`src/rtl/cmdpkt_pkg.sv`:
```
// Shared types for the command packet decoder.
// Assumes the fixed command format: one byte, bit 7 = read, bits 6..0 = address.
package cmdpkt_pkg;

    localparam int BYTE_W = 8;
    localparam int ADDR_W = BYTE_W - 1;

    typedef enum logic [1:0] {
        KIND_REG_WR,
        KIND_REG_RD,
        KIND_PORT_WR,
        KIND_PORT_RD
    } cmd_kind_t;

    typedef enum logic [2:0] {
        RS_IDLE,
        RS_HEAD,
        RS_FETCH,
        RS_VALUE,
        RS_PORT,
        RS_TAIL
    } reply_state_t;

    // Sort a command byte into one of the four access kinds.
    function automatic cmd_kind_t classify(input logic [BYTE_W-1:0] cmd,
                                           input logic [ADDR_W-1:0] base);
        logic is_port;
        is_port = (cmd[ADDR_W-1:0] >= base);
        if (cmd[BYTE_W-1])
            return is_port ? KIND_PORT_RD : KIND_REG_RD;
        else
            return is_port ? KIND_PORT_WR : KIND_REG_WR;
    endfunction

endpackage

```
`src/rtl/cmdpkt_parser.sv`:
```
// Input side of the decoder: takes beats from the byte stream, keeps the
// command byte, counts body bytes, streams port-write data, commits register
// writes at the end marker and starts replies for well-formed reads.
// Assumes: 'hold' is high whenever a reply is pending or about to start.
module cmdpkt_parser
    import cmdpkt_pkg::*;
#(
    parameter int PORT_BASE = 96
) (
    input  logic              clk,
    input  logic              rst_n,
    input  logic              in_valid,
    input  logic [BYTE_W-1:0] in_data,
    input  logic              in_eop,
    input  logic              hold,
    input  logic              port_full,
    output logic              in_ready,
    output logic [BYTE_W-1:0] cmd_q,
    output logic              reg_wr,
    output logic [BYTE_W-1:0] reg_wdata,
    output logic              port_push,
    output logic              launch,
    output logic              bad_pkt
);

    localparam logic [ADDR_W-1:0] BASE = ADDR_W'(PORT_BASE);

    logic              in_body;
    logic [1:0]        body_cnt;
    logic [BYTE_W-1:0] val_q;
    cmd_kind_t         kind;
    logic              fire;

    // Kind of the command being received.
    assign kind      = classify(cmd_q, BASE);
    // Stall on a pending reply, or on port data while the port is full.
    assign in_ready  = !hold && !(in_body && (kind == KIND_PORT_WR) && !in_eop && port_full);
    assign fire      = in_valid && in_ready;
    // Port data passes straight through to the port.
    assign port_push = fire && in_body && !in_eop && (kind == KIND_PORT_WR);
    assign reg_wdata = val_q;

    // Packet framing, body counting, and commit or reject at the end marker.
    always_ff @(posedge clk) begin
        if (!rst_n) begin
            in_body  <= 1'b0;
            body_cnt <= '0;
            cmd_q    <= '0;
            val_q    <= '0;
            reg_wr   <= 1'b0;
            launch   <= 1'b0;
            bad_pkt  <= 1'b0;
        end else begin
            reg_wr  <= 1'b0;
            launch  <= 1'b0;
            bad_pkt <= 1'b0;
            if (fire) begin
                if (!in_body) begin
                    if (in_eop) begin
                        bad_pkt <= 1'b1;
                    end else begin
                        cmd_q    <= in_data;
                        in_body  <= 1'b1;
                        body_cnt <= '0;
                    end
                end else if (!in_eop) begin
                    if (body_cnt == 2'd0)
                        val_q <= in_data;
                    if (body_cnt != 2'd2)
                        body_cnt <= body_cnt + 2'd1;
                end else begin
                    in_body <= 1'b0;
                    unique case (kind)
                        KIND_REG_WR: begin
                            if (body_cnt == 2'd1) reg_wr  <= 1'b1;
                            else                  bad_pkt <= 1'b1;
                        end
                        KIND_PORT_WR: begin
                            in_body <= 1'b0;
                        end
                        default: begin
                            if (body_cnt == 2'd0) launch  <= 1'b1;
                            else                  bad_pkt <= 1'b1;
                        end
                    endcase
                end
            end
        end
    end

endmodule

```
`src/rtl/cmdpkt_reply.sv`:
```
// Output side of the decoder: builds the reply packet for a register read
// (command, value, end) or a port read (command, port bytes, end).
// Assumes: cmd_q stays stable while busy; the port does not refill while
// a reply beat is stalled.
module cmdpkt_reply
    import cmdpkt_pkg::*;
#(
    parameter int RD_LIMIT = 4
) (
    input  logic              clk,
    input  logic              rst_n,
    input  logic              launch,
    input  logic [BYTE_W-1:0] cmd_q,
    input  logic              is_port,
    input  logic [BYTE_W-1:0] reg_rdata,
    input  logic [BYTE_W-1:0] port_rdata,
    input  logic              port_empty,
    input  logic              out_ready,
    output logic              out_valid,
    output logic [BYTE_W-1:0] out_data,
    output logic              out_eop,
    output logic              reg_rd,
    output logic              port_pop,
    output logic              busy
);

    localparam int CW = $clog2(RD_LIMIT + 1);
    localparam logic [CW-1:0] LIMIT = CW'(RD_LIMIT);

    reply_state_t      st;
    logic [BYTE_W-1:0] val_q;
    logic [CW-1:0]     sent;
    logic              port_done;

    // A port read ends when the port runs dry or the limit is reached.
    assign port_done = port_empty || (sent == LIMIT);
    assign busy      = (st != RS_IDLE);

    // Beat content and strobes for each reply state.
    always_comb begin
        out_valid = 1'b0;
        out_data  = '0;
        out_eop   = 1'b0;
        reg_rd    = 1'b0;
        port_pop  = 1'b0;
        unique case (st)
            RS_HEAD: begin
                out_valid = 1'b1;
                out_data  = cmd_q;
            end
            RS_FETCH: reg_rd = 1'b1;
            RS_VALUE: begin
                out_valid = 1'b1;
                out_data  = val_q;
            end
            RS_PORT: begin
                out_valid = 1'b1;
                out_eop   = port_done;
                out_data  = port_done ? '0 : port_rdata;
                port_pop  = !port_done && out_ready;
            end
            RS_TAIL: begin
                out_valid = 1'b1;
                out_eop   = 1'b1;
            end
            default: out_valid = 1'b0;
        endcase
    end

    // Reply sequencing, advanced by accepted beats.
    always_ff @(posedge clk) begin
        if (!rst_n) begin
            st    <= RS_IDLE;
            val_q <= '0;
            sent  <= '0;
        end else begin
            unique case (st)
                RS_IDLE: if (launch) st <= RS_HEAD;
                RS_HEAD: if (out_ready) begin
                    sent <= '0;
                    st   <= is_port ? RS_PORT : RS_FETCH;
                end
                RS_FETCH: begin
                    val_q <= reg_rdata;
                    st    <= RS_VALUE;
                end
                RS_VALUE: if (out_ready) st <= RS_TAIL;
                RS_PORT: if (out_ready) begin
                    if (port_done) st <= RS_IDLE;
                    else           sent <= sent + 1'b1;
                end
                RS_TAIL: if (out_ready) st <= RS_IDLE;
                default: st <= RS_IDLE;
            endcase
        end
    end

endmodule

```
`src/rtl/cmdpkt_decoder.sv`:
```
// Top of the command packet decoder. Joins the input parser and the reply
// builder and shares one address bus for registers and ports.
// Assumes: register read data is valid in the cycle reg_rd is high; the
// port signals refer to the port selected by bus_addr.
module cmdpkt_decoder
    import cmdpkt_pkg::*;
#(
    parameter int PORT_BASE = 96,
    parameter int RD_LIMIT  = 4
) (
    input  logic              clk,
    input  logic              rst_n,
    input  logic              in_valid,
    output logic              in_ready,
    input  logic [BYTE_W-1:0] in_data,
    input  logic              in_eop,
    output logic              out_valid,
    input  logic              out_ready,
    output logic [BYTE_W-1:0] out_data,
    output logic              out_eop,
    output logic [ADDR_W-1:0] bus_addr,
    output logic              reg_wr,
    output logic [BYTE_W-1:0] reg_wdata,
    output logic              reg_rd,
    input  logic [BYTE_W-1:0] reg_rdata,
    output logic              port_push,
    output logic [BYTE_W-1:0] port_wdata,
    input  logic              port_full,
    output logic              port_pop,
    input  logic [BYTE_W-1:0] port_rdata,
    input  logic              port_empty,
    output logic              bad_pkt
);

    localparam logic [ADDR_W-1:0] BASE = ADDR_W'(PORT_BASE);

    logic [BYTE_W-1:0] cmd_q;
    logic              launch;
    logic              reply_busy;
    logic              hold;

    // Block new input from the start pulse until the reply has ended.
    assign hold       = reply_busy || launch;
    assign bus_addr   = cmd_q[ADDR_W-1:0];
    assign port_wdata = in_data;

    cmdpkt_parser #(
        .PORT_BASE (PORT_BASE)
    ) u_parser (
        .clk       (clk),
        .rst_n     (rst_n),
        .in_valid  (in_valid),
        .in_data   (in_data),
        .in_eop    (in_eop),
        .hold      (hold),
        .port_full (port_full),
        .in_ready  (in_ready),
        .cmd_q     (cmd_q),
        .reg_wr    (reg_wr),
        .reg_wdata (reg_wdata),
        .port_push (port_push),
        .launch    (launch),
        .bad_pkt   (bad_pkt)
    );

    cmdpkt_reply #(
        .RD_LIMIT (RD_LIMIT)
    ) u_reply (
        .clk        (clk),
        .rst_n      (rst_n),
        .launch     (launch),
        .cmd_q      (cmd_q),
        .is_port    (cmd_q[ADDR_W-1:0] >= BASE),
        .reg_rdata  (reg_rdata),
        .port_rdata (port_rdata),
        .port_empty (port_empty),
        .out_ready  (out_ready),
        .out_valid  (out_valid),
        .out_data   (out_data),
        .out_eop    (out_eop),
        .reg_rd     (reg_rd),
        .port_pop   (port_pop),
        .busy       (reply_busy)
    );

endmodule

```
`config.mk`:
```
export PLATFORM = sky130hd
export DESIGN_NAME = cmdpkt_decoder
export DESIGN_NICKNAME = d
export VERILOG_FILES = /design/src/rtl/cmdpkt_pkg.sv /design/src/rtl/cmdpkt_parser.sv /design/src/rtl/cmdpkt_reply.sv /design/src/rtl/cmdpkt_decoder.sv
export SDC_FILE = /design/constraint.sdc
export NUM_CORES = 1
export LEC_CHECK = 0
export BUFFER_PORTS_ARGS = -buffer_cell sky130_fd_sc_hd__buf_2
export CAP_MARGIN = 0
export CORE_MARGIN = 2
export CORE_UTILIZATION = 40
export DETAILED_ROUTE_END_ITERATION = 16
export MAX_ROUTING_LAYER = met4
export PLACE_DENSITY = 0.71
export SETUP_SLACK_MARGIN = 0.02
export SLEW_MARGIN = 20
export SYNTH_ARGS = -nofsm -noshare
export SYNTH_HDL_FRONTEND = slang
export SYNTH_HIERARCHICAL = 1
export SYNTH_SLANG_ARGS = --single-unit
```
`constraint.sdc`:
```
create_clock -name clk -period 5.06 [get_ports clk]
set_input_delay 0.253 -clock clk [delete_from_list [all_inputs] [get_ports clk]]
set_output_delay 0.253 -clock clk [all_outputs]
set_load 0.05 [all_outputs]
```
* Word-level counts from Yosys, hierarchy flattened
Index checks and enable logic that the tools add are counted.
Cells by class: order comparisons 1, eq/ne operators 17, bitwise operators 4, multiplexer cells 33, reductions and logical operators 29, $add $sub $neg 2
Operators by type and width (count):
- $mux W3 | 9
- $pmux W8 S3 | 1
- $pmux W3 S6 | 1
- $ne A2 B2 Y1 const B | 8
- $mux W2 | 7
- $mux W1 | 11
- $eq A3 B3 Y1 const B | 3
- $logic_and A1 B1 Y1 | 9
- $mux W8 | 1
- $reduce_and A4 Y1 | 2
- $ge A7 B7 Y1 const B | 1
- $eq A3 B2 Y1 const B | 2
- $pmux W3 S2 | 1
- $reduce_and A3 Y1 | 2
- $reduce_and A6 Y1 | 1
- $reduce_or A6 Y1 | 1
- $reduce_and A5 Y1 | 1
- $logic_not A1 Y1 | 4
- $logic_not A2 Y1 | 2
- $not A1 Y1 | 4
- $pmux W1 S2 | 2
- $reduce_or A4 Y1 | 1
- $add A3 B1 Y3 const B | 1
- $eq A3 B1 Y1 const B | 1
- 9 further kinds | 10
Word-level totals: input port bits 31, register bits 36, output and inout port bits 39

* Logic depth before layout (Yosys ltp)
Gate-level depths: netlist of the first run.
depth in word-level cells 13, gate-level depth with buffers 8

* Cells and area by module
Netlist of the first run, hierarchy kept.
Modules (own cells, without submodules):
- cmdpkt_parser | seq. area each 440.4 um^2, times used 1, cells an instance 111, area an instance 1026.0 um^2
- cmdpkt_reply | seq. area each 280.3 um^2, times used 1, cells an instance 109, area an instance 854.6 um^2
- cmdpkt_decoder | seq. area each 0.0 um^2, times used 1, cells an instance 10, area an instance 72.6 um^2

* Worst setup path after synthesis of the first run
No wires, ideal clock.
kind flip-flop to output port, start point register u_reply.st[1], end point output port_push, cell stages (with the launch flop) 7, setup slack 1858 ps, data required time 4807 ps, data arrival time 2949 ps, cell sequence dfxtp_1 -> buf_4 -> buf_2 -> or3_2 -> or2_1 -> nand2b_1 -> nor4_1
On the way: longest elaborated chain between the ends 8
RTL lines:
- start, declared | line cmdpkt_reply.sv:30 | reply_state_t st;
- start signal, assigned | line cmdpkt_reply.sv:81 | st <= is_port ? RS_PORT : RS_FETCH;
- $reduce_bool A3 Y1 | line cmdpkt_reply.sv:37 | assign busy = (st != RS_IDLE);
- net reply_busy | line cmdpkt_decoder.sv:39 | logic reply_busy;
- $logic_or A1 B1 Y1 | line cmdpkt_decoder.sv:43 | assign hold = reply_busy || launch;
- net hold | line cmdpkt_decoder.sv:40 | logic hold;
- $logic_not A1 Y1 | line cmdpkt_parser.sv:37 | assign in_ready = !hold && !(in_body && (kind == KIND_PORT_WR) && !in_eop && port_full);
- $logic_and A1 B1 Y1 | line cmdpkt_parser.sv:37
- $logic_and A1 B1 Y1 | line cmdpkt_parser.sv:38 | assign fire = in_valid && in_ready;
- $logic_and A1 B1 Y1 (3 in series) | line cmdpkt_parser.sv:40 | assign port_push = fire && in_body && !in_eop && (kind == KIND_PORT_WR);
- end, declared | line cmdpkt_decoder.sv:26 | output logic port_push,
The timed path passes the listed nets, and every way through them passes these cells.

* Worst setup path in the final report of the first run
Ends and elaborated chain as after synthesis.

==> results.py, run 1 <==
metrics = {
    "routing": {
        "totalWireLength_um": 4380,
        "dr_total_vias": 1729,
        "drc": 0,
        "drt.antenna.violating_nets": 0,
        "drt-wirelength-per-cell_um": 12.4,
        "via_per_inst": 4.88,
        "drt-pass1-iter-count": 4,
        "drt_iter0_markers": 84,
    },
    "global_routing": {
        "grt_antenna_before_repair": 0,
        "grt_usage_pct": 17.3,
        "grt_first_pass_wirelength_um": 7070,
        "pin_count_of_the_biggest_net_entering_global_routing": 35,
        "grt.overflow.total": 0,
        "via_count_of_the_first_global_routing_pass": 1513,
    },
    "yosys": {
        "yosys.cell_types.count": 43,
        "ys_seq_area_share_pct": 36.9,
        "syn-instance-count": 230,
        "synthesis.area_um2": 1950,
        "yosysWarningCount": 6,
        "post_synth.cell_area_avg_um2": 8.49,
        "ys_ff_latch": 36,
        "synth_fp_nets": 266,
    },
    "outcome": {
        "outcome": "finished clean",
    },
    "cells_and_area": {
        "antennaDiodeCount": 0,
        "final_cell_area_um2": 2350,
        "mostFrequentLayoutCells": "69 x sky130_fd_sc_hd__buf_2, 62 x sky130_fd_sc_hd__nand2_1, 36 x sky130_fd_sc_hd__dfxtp_1",
        "final_nets": 322,
        "syn_to_final_growth_pct": 20.3,
        "layout-drive-gt1-share_pct": 30.3,
        "mostFrequentLayoutCell": "sky130_fd_sc_hd__buf_2",
    },
    "clock_tree": {
        "clk_path_buf_depth": 2,
        "tritoncts": "done",
        "clkTransAtPathRegs_ns": 0.07,
        "holdBufCountCts": 0,
        "post_cts_resize_count": 0,
        "numClockSinks": 36,
        "clkLatencyLatePin_ns": 0.29,
        "cts-root-buf": "sky130_fd_sc_hd__clkbuf_8",
        "postCtsSetupBuffers": 0,
        "cts_bufs_inserted": 5,
        "ctsHtreeMaxLevel": 2,
    },
    "placement": {
        "placedInstanceArea_um2": 2240,
        "pre_cts_ws_ns": 2.54,
        "port-buffer-count": 69,
        "detailed_place_hpwl_um": 3250,
        "place_congestion": 0.845,
    },
    "critical_path": {
        "criticalPathCategory": "reg2out",
        "timing.reg2reg.worst_path_depth": 5,
        "worstReg2RegStart": "u_reply/st[1]",
        "endpoint_class_of_the_critical_path": "output port",
        "worstPathMaxFanout": 19,
        "regToRegSetupSlack_ns": 2.53,
        "worst_setup_path_startpoint": "u_reply/st[1]",
        "worst-endpoint-required_ns": 4.81,
        "arrival_ns": 2.36,
        "critical_path.startpoint_type": "flip-flop",
        "r2r_end": "u_parser/reg_wdata[4]",
    },
    "hold_path": {
        "hold_path_depth": 3,
        "hold_path_startpoint": "reg_rdata[0]",
        "min_delay_worst_endpoint": "u_reply/val_q[0]",
        "hold_path_class": "in2reg",
    },
    "timing": {
        "clock.fmax_mhz": 383,
        "worst_pin_slew_ns": 0.786,
        "setup_ws_ns": 2.45,
        "worst_slew_margin_rel_pct": 47.6,
        "timing.setup.tns_ns": 0,
        "finalSetupViolations": 0,
        "finalMaxSlewViolations": 0,
        "setup_repair_after_global_routing_missed_its_margin": "false",
        "finalClockSkew_ns": 0.00582,
        "timing.final.crit_share_pct": 51.6,
        "period_needed_ns": 2.61,
        "timing.final.hold_violations": 0,
    },
    "flow_run": {
        "drv.max_cap_violation_count": 0,
    },
    "floorplanning": {
        "num_rows": 25,
        "die-width_um": 73.9,
        "core-area_um2": 4720,
        "top_level_ports": 70,
        "design.die.area_um2": 5460,
        "chipHeight_um": 73.9,
        "initial_utilization_pct": 41.4,
    },
    "power": {
        "worst_ir_drop_vdd_v": 0.000183,
        "power_density_nw_per_um2": 265,
        "power.leakage_nw": 1.01,
    },
}
[per-stage QoR]
stage	instances	total power, mW	hold slack (ns)	util (%)
floorplan	230	0.356	0.388	-
global placement	346	0.377	0.442	47.4
detailed placement	346	0.377	0.445	47.4
CTS	354	0.631	0.186	49.7
global route	354	0.649	0.184	49.7
finish	354	0.623	0.193	49.7
[per-layer routing]
metal	up-vias	global-route usage, %	share of wire (%)
met5	-	-	0
met3	2	5.49	7.2
met1	781	21.8	45
li1	892	-	-
met4	0	4.85	0.43
met2	54	26.7	47
[power by group]
group / total (mW) / leakage (nW) / internal [mW] / switching [mW]
clock: 0.253 / 0.0541 / 0.146 / 0.107
combinational: 0.0755 / 0.663 / 0.0241 / 0.0514
sequential: 0.295 / 0.291 / 0.288 / 0.00692
[critical path, cell delays in order, from the launching register on]
cell and delay, ns:
sky130_fd_sc_hd__dfxtp_1 0.56, sky130_fd_sc_hd__or3_2 0.52, sky130_fd_sc_hd__or2_1 0.32, sky130_fd_sc_hd__nand2b_1 0.21, sky130_fd_sc_hd__nor4_1 0.15, sky130_fd_sc_hd__buf_2 0.30
[how the worst max path moves through the flow]
stage                       endpoint  slack [ns]  cells past startpoint
2_1_floorplan              port_push        1.86                      6
3_3_place_gp   u_parser/reg_wdata[3]        2.59                      5
3_5_place_dp   u_parser/reg_wdata[4]        2.54                      5
4_1_cts                    port_push        2.44                      5
5_1_grt                    port_push        2.28                      5
6_report                   port_push        2.45                      5
[Yosys cell counts]
cell type                    n  area (um^2)
sky130_fd_sc_hd__nand2_1    62          233
sky130_fd_sc_hd__dfxtp_1    36          721
sky130_fd_sc_hd__a21oi_1    19         95.1
sky130_fd_sc_hd__mux2i_1    18          180
sky130_fd_sc_hd__buf_4       9         67.6
sky130_fd_sc_hd__o21ai_0     9         45.0
sky130_fd_sc_hd__inv_1       7         26.3
sky130_fd_sc_hd__a21boi_0    6         45.0
sky130_fd_sc_hd__ha_1        5         62.6
sky130_fd_sc_hd__buf_2       4         20.0
sky130_fd_sc_hd__buf_6       4         45.0
sky130_fd_sc_hd__nand3_1     4         20.0
sky130_fd_sc_hd__nor2_1      4         15.0
sky130_fd_sc_hd__and2_1      3         18.8
sky130_fd_sc_hd__clkbuf_1    3         11.3
sky130_fd_sc_hd__nand2b_1    3         18.8
sky130_fd_sc_hd__a21boi_1    2         15.0
sky130_fd_sc_hd__and4bb_1    2         25.0
sky130_fd_sc_hd__nand4b_1    2         17.5
sky130_fd_sc_hd__nor3_1      2         10.0
sky130_fd_sc_hd__nor3b_2     2         25.0
sky130_fd_sc_hd__o2111a_1    2         22.5
sky130_fd_sc_hd__o21ai_1     2         10.0
sky130_fd_sc_hd__a2111oi_0   1         8.76
sky130_fd_sc_hd__a211oi_4    1         20.0
sky130_fd_sc_hd__a31o_1      1         8.76
sky130_fd_sc_hd__a31o_2      1         8.76
sky130_fd_sc_hd__and3_1      1         6.26
sky130_fd_sc_hd__inv_2       1         3.75
sky130_fd_sc_hd__nand2b_4    1         13.8
sky130_fd_sc_hd__nand4b_4    1         23.8
sky130_fd_sc_hd__nor2_4      1         11.3
sky130_fd_sc_hd__nor2b_1     1         6.26
sky130_fd_sc_hd__nor3b_1     1         7.51
sky130_fd_sc_hd__nor4_1      1         6.26
sky130_fd_sc_hd__nor4b_4     1         23.8
sky130_fd_sc_hd__o211ai_1    1         7.51
sky130_fd_sc_hd__o41ai_1     1         8.76
sky130_fd_sc_hd__or2_1       1         6.26
sky130_fd_sc_hd__or2b_1      1         7.51
sky130_fd_sc_hd__or3_2       1         7.51
sky130_fd_sc_hd__or4_1       1         7.51
sky130_fd_sc_hd__or4b_1      1         10.0
[cells by family (layout without fill, tap and decap cells)]
logic type,after synthesis,after routing,synth area share (%)
AOI/OAI and AO/OA,46,46,15.1
adders and majority gates,5,5,3.20
buffers and inverters,28,85,8.90
DFF,36,36,36.9
muxes,18,18,9.22
and+or+nand+nor,97,97,26.7
[flip-flops by register name, summed over array words and instances, names as in the netlist]
signal	flops
u_parser/in_body	1
u_reply/st	3
u_parser/bad_pkt	1
u_parser/body_cnt	2
u_parser/reg_wr	1
u_reply/val_q	8
u_parser/reg_wdata	8
u_parser/cmd_q	8
u_parser/launch	1
u_reply/sent	3
[cell type report]
type,instances,area (um^2)
fillers,451,2370
multi-input cells,166,1060
flip-flops and latches,36,721
repair buffers,69,345
well taps,67,83.8
clock buffers,5,68.8
clock inverters,3,42.5
inverters,8,30.0
(Power assumes the default switching activity.)
==> run 2, diff against run 1 <==
- PLACE_DENSITY: 0.71 -> 0.73
- clock period: 5.06 -> 2.2 ns (I/O delays scaled with it)
==> run 2 against run 1 <==
  * Sequential power increased by 130%
  * First-iteration DRC count rose by 68%
  * Worst setup slack lost 2.3 ns
  * Flip-flop and latch count is the same
  * Clock power grew 93%
  * Clock-buffer cell count is 1 higher
  * Die area unchanged
  * Non-clock buffer count grew 5
==> results.py, run 2 (same netlist as run 1, synthesis figures left out) <==
metrics = {
    "outcome": {
        "outcome": "finished clean",
    },
    "clock_tree": {
        "holdBufCountCts": 0,
        "clkTransAtPathRegs_ns": 0.07,
        "postCtsSetupBuffers": 0,
        "tritoncts": "done",
        "clkLatencyLatePin_ns": 0.29,
        "cts-root-buf": "sky130_fd_sc_hd__clkbuf_8",
        "clk_path_buf_depth": 2,
        "numClockSinks": 36,
        "cts_bufs_inserted": 5,
        "ctsHtreeMaxLevel": 2,
    },
    "routing": {
        "totalWireLength_um": 4420,
        "drt-wirelength-per-cell_um": 12.3,
        "drt-pass1-iter-count": 4,
        "drt.antenna.violating_nets": 0,
        "via_per_inst": 4.93,
        "dr_total_vias": 1771,
        "drt_iter0_markers": 141,
        "drc": 0,
    },
    "critical_path": {
        "endpoint_class_of_the_critical_path": "output port",
        "worstReg2RegStart": "u_reply/st[0]",
        "worstPathMaxFanout": 6,
        "criticalPathCategory": "reg2out",
        "critical_path.startpoint_type": "flip-flop",
        "count_of_buffer_and_inverter_cells_on_the_critical_path": 1,
        "worstPathCellList": "or3_2, or2_4, nand2b_1, nor4_4, clkbuf_4",
        "r2r_end": "u_parser/reg_wdata[0]",
        "worst-endpoint-required_ns": 2.09,
        "timing.reg2reg.worst_path_depth": 6,
        "critical-path-slowest-cell": "sky130_fd_sc_hd__or3_2",
        "max_stage_delay_ns": 0.48,
        "regToRegSetupSlack_ns": 0.15,
        "arrival_ns": 1.99,
        "critPathTopFamily": "simple AND/OR/NAND/NOR gates",
    },
    "cells_and_area": {
        "final_nets": 327,
        "final_cell_area_um2": 2400,
        "mostFrequentLayoutCells": "68 x sky130_fd_sc_hd__buf_2, 62 x sky130_fd_sc_hd__nand2_1, 36 x sky130_fd_sc_hd__dfxtp_1",
        "syn_to_final_growth_pct": 22.7,
        "antennaDiodeCount": 0,
        "post_layout_nonfiller_instances": 359,
        "mostFrequentLayoutCell": "sky130_fd_sc_hd__buf_2",
        "filler_cell_count": 473,
        "layout-drive-gt1-share_pct": 32.5,
    },
    "timing": {
        "period_needed_ns": 2.10,
        "timing.final.crit_share_pct": 95.3,
        "finalMaxSlewViolations": 0,
        "clock.fmax_mhz": 477,
        "finalSetupViolations": 0,
        "timing.setup.tns_ns": 0,
        "worst_slew_margin_rel_pct": 69.2,
        "finalClockSkew_ns": 0.00884,
        "setup_repair_after_global_routing_missed_its_margin": "false",
        "worst_pin_slew_ns": 0.460,
        "timing.final.hold_violations": 0,
        "hold_ws_ns": 0.0555,
    },
    "placement": {
        "post-place-cells": 351,
        "placedInstanceArea_um2": 2290,
        "place_congestion": 0.755,
        "port-buffer-count": 69,
        "detailed_place_hpwl_um": 3290,
    },
    "hold_path": {
        "hold_path_startpoint": "reg_rdata[3]",
        "min_delay_worst_endpoint": "u_reply/val_q[3]",
        "hold_path_depth": 3,
        "hold_path_class": "in2reg",
    },
    "floorplanning": {
        "chipHeight_um": 73.9,
        "num_rows": 25,
        "die-width_um": 73.9,
        "design.die.area_um2": 5460,
        "core-area_um2": 4720,
        "top_level_ports": 70,
        "initial_utilization_pct": 41.4,
    },
    "power": {
        "switching_power_mw": 0.374,
        "power_density_nw_per_um2": 561,
        "comb_power_share_pct": 13.2,
        "pwr-share-clk_pct": 36.2,
        "power.leakage_nw": 1.04,
        "swShare_pct": 27.8,
        "worst_ir_drop_vdd_v": 0.000321,
        "p_int_mw": 0.971,
        "p_seq_share_pct": 50.5,
        "fin_total_pwr_mw": 1.35,
    },
    "global_routing": {
        "via_count_of_the_first_global_routing_pass": 1509,
        "grt_antenna_before_repair": 0,
        "pin_count_of_the_biggest_net_entering_global_routing": 26,
        "grt_first_pass_wirelength_um": 6930,
        "grt.overflow.total": 0,
        "grt_usage_pct": 17.3,
    },
    "flow_run": {
        "drv.max_cap_violation_count": 0,
    },
}
## run 2: cell types whose count changed in the layout (fill, tap and decap cells not counted), sizes merged
cell	delta
clkbuf	+2
bufinv	-1
clkinv	+1
buf	+4
clkinvlp	-1
## run 2: worst max path at each step
stage | from | endpoint | slack [ns] | cells past startpoint
CTS | u_reply/st[0] | port_push | 0.08 | 5
detailed placement | u_reply/st[0] | u_parser/reg_wdata[1] | 0.23 | 6
floorplan | u_reply/st[1] | u_parser/cmd_q[5] | 0.04 | 8
global route | u_reply/sent[0] | out_data[7] | 0.03 | 7
global placement | u_reply/st[0] | u_parser/cmd_q[1] | 0.25 | 5
finish | u_reply/st[0] | port_push | 0.10 | 5
## run 2: power groups by stage
stage          logic (mW)  clock network, mW  registers (mW)
3_5_place_dp        0.177                  0           0.695
2_1_floorplan      0.0982                  0           0.721
4_1_cts             0.178              0.507           0.679
6_report            0.178              0.488           0.680
3_3_place_gp        0.176                  0           0.695
5_1_grt             0.192              0.528           0.681
## run 2: metal layers
layer,share of wire [%],GRT usage (%)
met2,47,25.8
met4,1.3,6.87
met5,0,-
met3,5.0,4.66
met1,46,22.1
## run 2: repair_timing
action / in CTS / in global routing
gates cloned: 0 / 0
endpoints found under the setup margin: 1 / 8
gates resized for setup: 1 / 3
## run 2: layout make-up
type                    count  area, um^2  share of cell area, %
inverters                   8        30.0                   1.25
well taps                  67        83.8                   3.50
repair buffers             74         385                   16.1
clock buffers               6        82.6                   3.44
clock inverters             2        10.0                  0.418
flip-flops and latches     36         721                   30.1
multi-input cells         166        1080                   45.3
## run 2: worst reg2reg max path, stage by stage (launching register included)
cell	delay, ns
sky130_fd_sc_hd__dfxtp_1	0.32
sky130_fd_sc_hd__or3_2	0.48
sky130_fd_sc_hd__or2_4	0.28
sky130_fd_sc_hd__nor3b_4	0.26
sky130_fd_sc_hd__o2111a_1	0.24
sky130_fd_sc_hd__buf_4	0.19
sky130_fd_sc_hd__mux2i_1	0.21
## run 2: stage by stage
| stage | worst slack (ns) | utilization, % |
|---|---|---|
| after floorplan | 0.0395 | - |
| after global placement | 0.249 | 48.6 |
| after detailed placement | 0.229 | 48.6 |
| after CTS | 0.0767 | 50.5 |
| after global routing | 0.0295 | 50.8 |
| final | 0.103 | 50.8 |
